File: src/rtl/pred_pkg.sv
package pred_pkg;
   localparam int DEF_NUM_PRED  = 64;
   localparam int DEF_NUM_GUARD = 2;

   typedef enum logic {
      RD_STORED      = 1'b0,
      RD_WRITE_FIRST = 1'b1
   } rd_mode_e;
endpackage

File: src/rtl/pred_wdec.sv
module pred_wdec #(
   parameter int NUM_PRED = pred_pkg::DEF_NUM_PRED,
   localparam int IDX_W   = $clog2(NUM_PRED)
) (
   input  logic                 cmp_valid,
   input  logic [IDX_W-1:0]     dst_t,
   input  logic [IDX_W-1:0]     dst_f,
   input  logic                 cond,
   output logic                 reject,
   output logic                 accept,
   output logic [NUM_PRED-1:1]  wen,
   output logic [NUM_PRED-1:1]  wdat
);
   assign reject = cmp_valid && (dst_t == dst_f);
   assign accept = cmp_valid && (dst_t != dst_f);

   for (genvar i = 1; i < NUM_PRED; i++) begin : g_ent
      logic hit_t, hit_f;
      assign hit_t   = (dst_t == IDX_W'(i));
      assign hit_f   = (dst_f == IDX_W'(i));
      assign wen[i]  = accept && (hit_t || hit_f);
      assign wdat[i] = hit_t ? cond : ~cond;
   end
endmodule

File: src/rtl/pred_store.sv
module pred_store #(
   parameter int NUM_PRED = pred_pkg::DEF_NUM_PRED
) (
   input  logic                 clk,
   input  logic                 rst,
   input  logic [NUM_PRED-1:1]  wen,
   input  logic [NUM_PRED-1:1]  wdat,
   output logic [NUM_PRED-1:0]  pvec
);
   assign pvec[0] = 1'b1;

   for (genvar i = 1; i < NUM_PRED; i++) begin : g_bit
      logic q;
      always_ff @(posedge clk) begin
         if (rst)         q <= 1'b0;
         else if (wen[i]) q <= wdat[i];
      end
      assign pvec[i] = q;
   end

   // entry 0 never leaves true
   p_zero_true_r2: assert property (@(posedge clk) disable iff (rst) pvec[0] == 1'b1);
endmodule

File: src/rtl/pred_rdport.sv
module pred_rdport #(
   parameter int                NUM_PRED = pred_pkg::DEF_NUM_PRED,
   parameter pred_pkg::rd_mode_e RD_MODE = pred_pkg::RD_WRITE_FIRST,
   localparam int               IDX_W    = $clog2(NUM_PRED)
) (
   input  logic [NUM_PRED-1:0]  pvec,
   input  logic                 req,
   input  logic [IDX_W-1:0]     idx,
   input  logic                 wr_accept,
   input  logic [IDX_W-1:0]     dst_t,
   input  logic [IDX_W-1:0]     dst_f,
   input  logic                 cond,
   output logic                 commit
);
   logic stored;
   logic pred;

   always_comb begin
      stored = 1'b0;
      for (int i = 0; i < NUM_PRED; i++)
         if (idx == IDX_W'(i)) stored = pvec[i];
   end

   if (RD_MODE == pred_pkg::RD_WRITE_FIRST) begin : g_bypass
      always_comb begin
         pred = stored;
         if (idx == '0)                           pred = 1'b1;
         else if (wr_accept && (idx == dst_t))    pred = cond;
         else if (wr_accept && (idx == dst_f))    pred = ~cond;
      end
   end else begin : g_stored
      logic unused_wr;
      assign unused_wr = ^{wr_accept, dst_t, dst_f, cond};
      assign pred = stored;
   end

   assign commit = req && pred;
endmodule

File: src/rtl/pred_pair_rf.sv
module pred_pair_rf #(
   parameter int                 NUM_PRED  = pred_pkg::DEF_NUM_PRED,
   parameter int                 NUM_GUARD = pred_pkg::DEF_NUM_GUARD,
   parameter pred_pkg::rd_mode_e RD_MODE   = pred_pkg::RD_WRITE_FIRST,
   localparam int                IDX_W     = $clog2(NUM_PRED)
) (
   input  logic                            clk,
   input  logic                            rst,
   input  logic                            cmp_valid,
   input  logic [IDX_W-1:0]                cmp_dst_t,
   input  logic [IDX_W-1:0]                cmp_dst_f,
   input  logic                            cmp_cond,
   output logic                            cmp_err,
   input  logic [NUM_GUARD-1:0]            grd_req,
   input  logic [NUM_GUARD-1:0][IDX_W-1:0] grd_idx,
   output logic [NUM_GUARD-1:0]            grd_commit
);
   if (NUM_PRED < 2)        begin : g_chk_n  $error("NUM_PRED must be at least 2"); end
   if (NUM_PRED > 4096)     begin : g_chk_m  $error("NUM_PRED too large"); end
   if (NUM_GUARD < 1)       begin : g_chk_g  $error("NUM_GUARD must be at least 1"); end

   logic                wr_accept;
   logic [NUM_PRED-1:1] wen, wdat;
   logic [NUM_PRED-1:0] pvec;

   pred_wdec #(.NUM_PRED(NUM_PRED)) u_wdec (
      .cmp_valid (cmp_valid),
      .dst_t     (cmp_dst_t),
      .dst_f     (cmp_dst_f),
      .cond      (cmp_cond),
      .reject    (cmp_err),
      .accept    (wr_accept),
      .wen       (wen),
      .wdat      (wdat)
   );

   pred_store #(.NUM_PRED(NUM_PRED)) u_store (
      .clk  (clk),
      .rst  (rst),
      .wen  (wen),
      .wdat (wdat),
      .pvec (pvec)
   );

   for (genvar g = 0; g < NUM_GUARD; g++) begin : g_port
      pred_rdport #(.NUM_PRED(NUM_PRED), .RD_MODE(RD_MODE)) u_rd (
         .pvec      (pvec),
         .req       (grd_req[g]),
         .idx       (grd_idx[g]),
         .wr_accept (wr_accept),
         .dst_t     (cmp_dst_t),
         .dst_f     (cmp_dst_f),
         .cond      (cmp_cond),
         .commit    (grd_commit[g])
      );

      // no request, no commit
      p_no_req_r6: assert property (@(posedge clk) disable iff (rst)
         !grd_req[g] |-> !grd_commit[g]);
      // guard on entry 0 always commits
      p_zero_commit_r2: assert property (@(posedge clk) disable iff (rst)
         (grd_req[g] && grd_idx[g] == '0) |-> grd_commit[g]);
   end

   // reset leaves only entry 0 set
   p_reset_clear_r1: assert property (@(posedge clk)
      $past(rst) |-> pvec == NUM_PRED'(1));
   // first destination takes the condition
   p_first_dst_r3: assert property (@(posedge clk) disable iff (rst)
      (cmp_valid && cmp_dst_t != cmp_dst_f && cmp_dst_t != '0)
      |=> pvec[$past(cmp_dst_t)] == $past(cmp_cond));
   // second destination takes the inverse
   p_second_dst_r3: assert property (@(posedge clk) disable iff (rst)
      (cmp_valid && cmp_dst_t != cmp_dst_f && cmp_dst_f != '0)
      |=> pvec[$past(cmp_dst_f)] == !$past(cmp_cond));
   // a same-entry compare changes nothing
   p_reject_hold_r5: assert property (@(posedge clk) disable iff (rst)
      (cmp_valid && cmp_dst_t == cmp_dst_f) |=> pvec == $past(pvec));
   // flag only on a same-entry compare
   p_err_flag_r5: assert property (@(posedge clk) disable iff (rst)
      cmp_err == (cmp_valid && cmp_dst_t == cmp_dst_f));
   // no compare, no change
   p_idle_hold_r8: assert property (@(posedge clk) disable iff (rst)
      !cmp_valid |=> pvec == $past(pvec));
endmodule

File: config.mk
export PLATFORM = sky130hd
export DESIGN_NAME = pred_pair_rf
export DESIGN_NICKNAME = d
export VERILOG_FILES = /design/src/rtl/pred_pkg.sv /design/src/rtl/pred_wdec.sv /design/src/rtl/pred_store.sv /design/src/rtl/pred_rdport.sv /design/src/rtl/pred_pair_rf.sv
export SDC_FILE = /design/constraint.sdc
export NUM_CORES = 1
export LEC_CHECK = 0
export ABC_AREA = 1
export BUFFER_PORTS_ARGS = -buffer_cell sky130_fd_sc_hd__buf_2
export CORE_UTILIZATION = 35
export DETAILED_ROUTE_END_ITERATION = 6
export SKIP_CTS_REPAIR_TIMING = 1
export SLEW_MARGIN = 20
export SYNTH_ARGS = -nofsm -noshare
export SYNTH_HDL_FRONTEND = slang
export SYNTH_SLANG_ARGS = --single-unit
File: constraint.sdc
create_clock -name clk -period 7.25 [get_ports clk]
set_clock_uncertainty 0.1 [all_clocks]
set_input_delay 1.8125 -clock clk [delete_from_list [all_inputs] [get_ports clk]]
set_output_delay 1.8125 -clock clk [all_outputs]
set_load 0.005 [all_outputs]
Word level (Yosys, flattened, before mapping)
Cells that the tools add are included.
{ "op_classes": {"eq_ne": 258, "mux": 195, "bitwise": 1, "reduce_logical": 136} }
{ "op_table": {"columns": ["operator", "n"], "rows": [
  ["$eq A6 B6 Y1 const B", 128],
  ["$eq A6 B5 Y1 const B", 64],
  ["$mux W1", 195],
  ["$eq A6 B4 Y1 const B", 32],
  ["$eq A6 B3 Y1 const B", 16],
  ["$logic_and A1 B1 Y1", 71],
  ["$logic_or A1 B1 Y1", 63],
  ["$eq A6 B2 Y1 const B", 8],
  ["$eq A6 B6 Y1", 5],
  ["$eq A6 B1 Y1 const B", 4],
  ["$logic_not A6 Y1", 2],
  ["$ne A6 B6 Y1", 1],
  ["$not A1 Y1", 1]
]} }
{ "word_totals": {"regBits": 63, "input_bits": 30, "output_inout_bits": 3, "elab_cells": 653} }

Longest topological paths before layout
{ "logic_depth": {"ltp_word": 68, "depth_mapped": 46, "mapped_depth_nobuf": 45} }

Hierarchy
From an unflattened synthesis, not the netlist that was laid out.
{ "unflattened": {"hier_cells": 1278, "hier_area_um2": 7178.1} }
{ "modules_own_cells": {"columns": ["module", "instances", "cells_each", "area_each_um2"], "rows": [
  ["pred_store", 1, 450, 3041.7],
  ["pred_wdec", 1, 434, 2119.5],
  ["pred_rdport", 2, 197, 1008.5]
]} }

Worst setup path before layout
OpenSTA, ideal clock, no wires.
{ "synth_timing": {"path_type": "input -> output", "startpoint": "input port grd_idx[2] in the netlist's numbering", "endpoint": "output port grd_commit[0]", "arrival_ns": 4.685, "setup_slack_ns": 0.653, "stages": 45, "n_path_buf": 2, "cell_sequence": "buf_4 inv_2 nor2_4 nand2_2 o21ai_1 inv_1 nand2_1 nand4_1 nand2_1 nand2_1 nand2_1 nand4_1 nand2_1 nand2_1 nand2_1 nand2_1 nand2_1 nand4_1 (+9 left out) nand4_1 nor2_1 nand4_1 nand2_1 nand2_1 nand2_1 nand2_1 nand2_1 nand4_1 nand2_1 nand2_1 nand2_1 nand4_1 nor3_1 nand4_1 nand2_1 a21oi_1 buf_4"} }
{ "synth_between": {"elab_chain_cells": 68} }
{ "synth_lines": {"columns": ["element", "line", "text"], "rows": [
  ["start: declaration", "pred_pair_rf.sv:15", "input logic [NUM_GUARD-1:0][IDX_W-1:0] grd_idx,"],
  ["$eq A6 B1 Y1", "pred_rdport.sv:21", "if (idx == IDX_W'(i)) stored = pvec[i];"],
  ["$mux W1 (63 in a row)", "pred_rdport.sv:21", null],
  ["$mux W1", "pred_rdport.sv:29", "else if (wr_accept && (idx == dst_f)) pred = ~cond;"],
  ["$mux W1", "pred_rdport.sv:28", "else if (wr_accept && (idx == dst_t)) pred = cond;"],
  ["$mux W1 (*)", "pred_rdport.sv:27", "if (idx == '0) pred = 1'b1;"],
  ["$logic_and A1 B1 Y1 (*)", "pred_rdport.sv:37", "assign commit = req && pred;"],
  ["end: declaration", "pred_pair_rf.sv:16", "output logic [NUM_GUARD-1:0] grd_commit"]
]} }
Every way passes the cells marked *; elsewhere a longest branch is shown, timed or not.

Final worst setup path
{ "layout_timing": {"startpoint": "input port grd_idx[7] in the netlist's numbering", "endpoint": "output port grd_commit[1]"} }
Same word-level chain as after synthesis.

==> summary by stage <==
Synthesis
Of the synthesized area, sequential elements account for 21.1%. In the synthesized netlist, the number of instances is 1,039. The synthesized netlist devotes 18.3% of its cell area to compound gates. Sorting the synthesized cells by area gives the leading types as dfxtp_1 21%, nand2_1 20%, xor2_1 9.4%. The synthesized netlist contains 33 unique library cells. A synthesized cell averages 5.75 µm².

The total standard cell area after synthesis is 5970 µm². The synthesized design devotes to its leading area cell type 21.1% of total area. The largest area contributor in the synthesized netlist is dfxtp_1.

After Yosys synthesis, full adders, half adders and majority gates account for 0% of the synthesized area. The synthesized design contains 0 enable-type register cells. The proportion of synthesized area in mux cells is 0%. The combinational family with the most area after synthesis is simple AND/OR/NAND/NOR gates.

The parity-gate share of the synthesized area counting xor and xnor cells is 9.38%. Counting every net in the synthesized netlist gives 1,069. The most used flip-flop cell after synthesis is dfxtp_1.

The dominant cell by count in the synthesized netlist is nand2_1. In this run, synthesis produced a sequential element count of 63. Sorting the synthesized cells by how often they occur yields 311 x nand2_1, 116 x nor2_1, 84 x inv_1. The synthesized netlist devotes 41.4% of its cell area to simple gates.

After synthesis, the share of flip-flops with an asynchronous set or reset is 0%. The total of warnings raised by yosys is 0.

CTS
The number of clock buffers inserted by TritonCTS is 9. Clock-pin slew was measured on the worst setup and hold paths at 50 ps. The clock drives 63 sinks. CTS placed an instance of clkbuf_16 at the clock tree root. The clock passes through at most 2 buffers.

The clock reaches the later pin of the worst-skew pair after 340 ps. The TritonCTS clock tree is yes. The H-tree generated during clock tree synthesis spans 3 levels.

Die
33 I/O pins were placed. The total number of placement rows is 47. The starting density of the core is 35.9%. The total area inside the core boundary comes to 16,600 µm². In this run the horizontal extent of the chip is 133 µm. The floorplan step defined a die boundary enclosing 17,600 µm². From bottom edge to top edge, the die measures 133 µm.

Route
Once detail routing completed, the nets flagged for antenna violations numbered 0. The total length of routed wires is 26,900 µm. The via density per instance is 5.57. The first-pass detailed-route iteration total is 6. The remaining design rule violation count is 0. The routed length per placed instance is 20.3 µm.

Detailed routing inserted a total of 7,374 vias. The detailed router finished its first iteration with 662 violations.

Power
After layout, the design draws a total of 1.03 mW. The total power divided by cell area is 146 nW/µm². The leakage power is 2.62 nW. The worst-case IR drop observed on VDD is 0.108 mV.

Placed design
The post-DP HPWL is 20,200 µm. The post-placement cell count is 1,312. Timing analysis after detailed placement gives a worst setup slack of -824 ps. At the end of routability-driven placement, the weighted congestion stood at 1.08. Input and output buffers added on the ports amount to 32.

Hold path
The tightest min-delay check is of the flop to flop type.

Timing
The total negative slack is -866 ps. At the pin with the least slew margin, the transition time is 1160 ps. The least setup slack across all paths after layout is -844 ps. The count of final max-slew check failures is 0. On the final layout, the worst hold slack is 408 ps. Setup repair after global routing could not meet its margin everywhere. The hold violation count in the final report is 0.

The worst pin sits at a relative slew slack of 22.5%. The final clock period utilization by the worst path is 112%. The routed design could run at a clock period as short as 8090 ps. Setup violations remaining at the end of the flow were counted as 2. Timing would allow up to 124 MHz.

Global route
Entering global routing, the biggest net connects 64 pins. Global routing used 31.2% of the available tracks. The first global-routing pass estimated 41,000 µm of wire. The via count of the first global-routing pass is 7,005. The number of antenna violations at the first check in global routing was 0. The remaining global-route overflow is 0.

Worst setup path
The cell type with the highest occurrence count on the critical path is nand2_1. The kind of cell with the highest combined delay along the critical path is simple AND/OR/NAND/NOR gates. The worst path required time is 5340 ps. On the worst path, the slowest cell contributes a delay of 210 ps. The endpoint arrival time on the critical path is 6180 ps. The critical path start-end classification is primary input to primary output. The buffers plus inverters on the worst setup path is 3. Along the worst path, the maximum fanout reaches 8. STA classifies the critical path endpoint as a primary output. The largest individual stage delay along the critical path comes from the cell nand4_1. The worst setup path is launched from a primary input.

Cells and area
The share of final-layout standard cells stronger than drive strength 1 is 14.4%. In the final layout, the registers with the most flip-flops are u_store.g_bit.q (63). The post-synthesis to final-layout area growth is 18.1%. The number of antenna diodes in the final layout is 0. The flip-flop count of the largest register after layout is 63.

The storage element area is 1260 µm². The number of nets in the final layout is 1,133. The register ranked first by flip-flop count is u_store.g_bit.q. The final-layout fill cell count is 1,836.

The area occupied by multi-input gates is 4150 µm². The final instance count without filler cells is 1,325.

Status
The run finished, with violations left. The checks that failed: negative setup slack.

Flow run
The tool flagged a number of max-cap violations equal to 0.
-- area by class of cell --
class | instances | area share, %
multi-input cells | 824 | 58.9
repair buffers | 99 | 9.60
clock buffers | 12 | 3.64
well taps | 220 | 3.90
inverters | 106 | 5.71
clock inverters | 1 | 0.426
flip-flops and latches | 63 | 17.9
-- final timing paths --
| path | slack, ps | depth (start not counted) | startpoint | to |
|---|---|---|---|---|
| hold reg to reg | 410 | 2 | u_store.g_bit[20].q | u_store.g_bit[20].q |
| hold / removal | 410 | 2 | u_store.g_bit[20].q | u_store.g_bit[20].q |
| setup reg to reg | 6340 | 2 | u_store.g_bit[33].q | u_store.g_bit[33].q |
| setup / recovery | -840 | 46 | grd_idx[7] | grd_commit[1] |
-- worst min-delay path: stages (launching register included) --
cell and delay [ps]:
dfxtp_1 330, nand2_1 70, a21oi_1 50
-- power by group --
| part | internal [mW] | leakage [nW] | switching [mW] |
|---|---|---|---|
| Combinational | 0.0682 | 1.97 | 0.167 |
| Sequential | 0.351 | 0.508 | 0.00401 |
| Clock | 0.279 | 0.141 | 0.158 |
| Total | 0.698 | 2.62 | 0.330 |
-- per-layer routing --
layer / vias up / global-route usage, % / routed length [µm]
met3: 77 / 9.92 / 2710
met5: - / 0 / 0
met1: 3371 / 39.3 / 11500
li1: 3592 / - / -
met4: 0 / 16.3 / 1230
met2: 334 / 47.4 / 11500
-- through the flow --
step | utilization, % | cell area, µm²
after floorplan | - | 5970
after global placement | 40.5 | 6730
after detailed placement | 40.5 | 6730
after CTS | 42.2 | 7020
after global routing | 42.4 | 7050
final | 42.4 | 7050
-- cells in the final DEF, fill, tap and decap left out, types with 2 or more instances in the layout --
cell type and instances:
nand2_1 307, o21ai_0 64, clkbuf_4 2, nand2_2 7
o211ai_1 2, o2111ai_1 4, a211oi_1 32, buf_2 28
a31o_2 6, inv_4 2, xor2_1 64, a31oi_1 16
inv_1 84, clkbuf_8 2, o22ai_1 9, clkbuf_16 9
nor4_1 2, nor2_2 7, a21oi_1 36, buf_4 68
nor3_1 15, nor2_1 112, dfxtp_1 63, nand4_1 51
nor2_4 5, a22o_1 2, inv_2 19, a221oi_1 4
nand3_1 73
-- cell families (layout without fill, tap and decap cells) --
family	after synthesis	in the layout
buf+inv	152	218
xor+xnor	64	64
simple gates	580	580
compound gates	180	180
flops	63	63
Note: power is estimated with default switching activity, not from simulation.
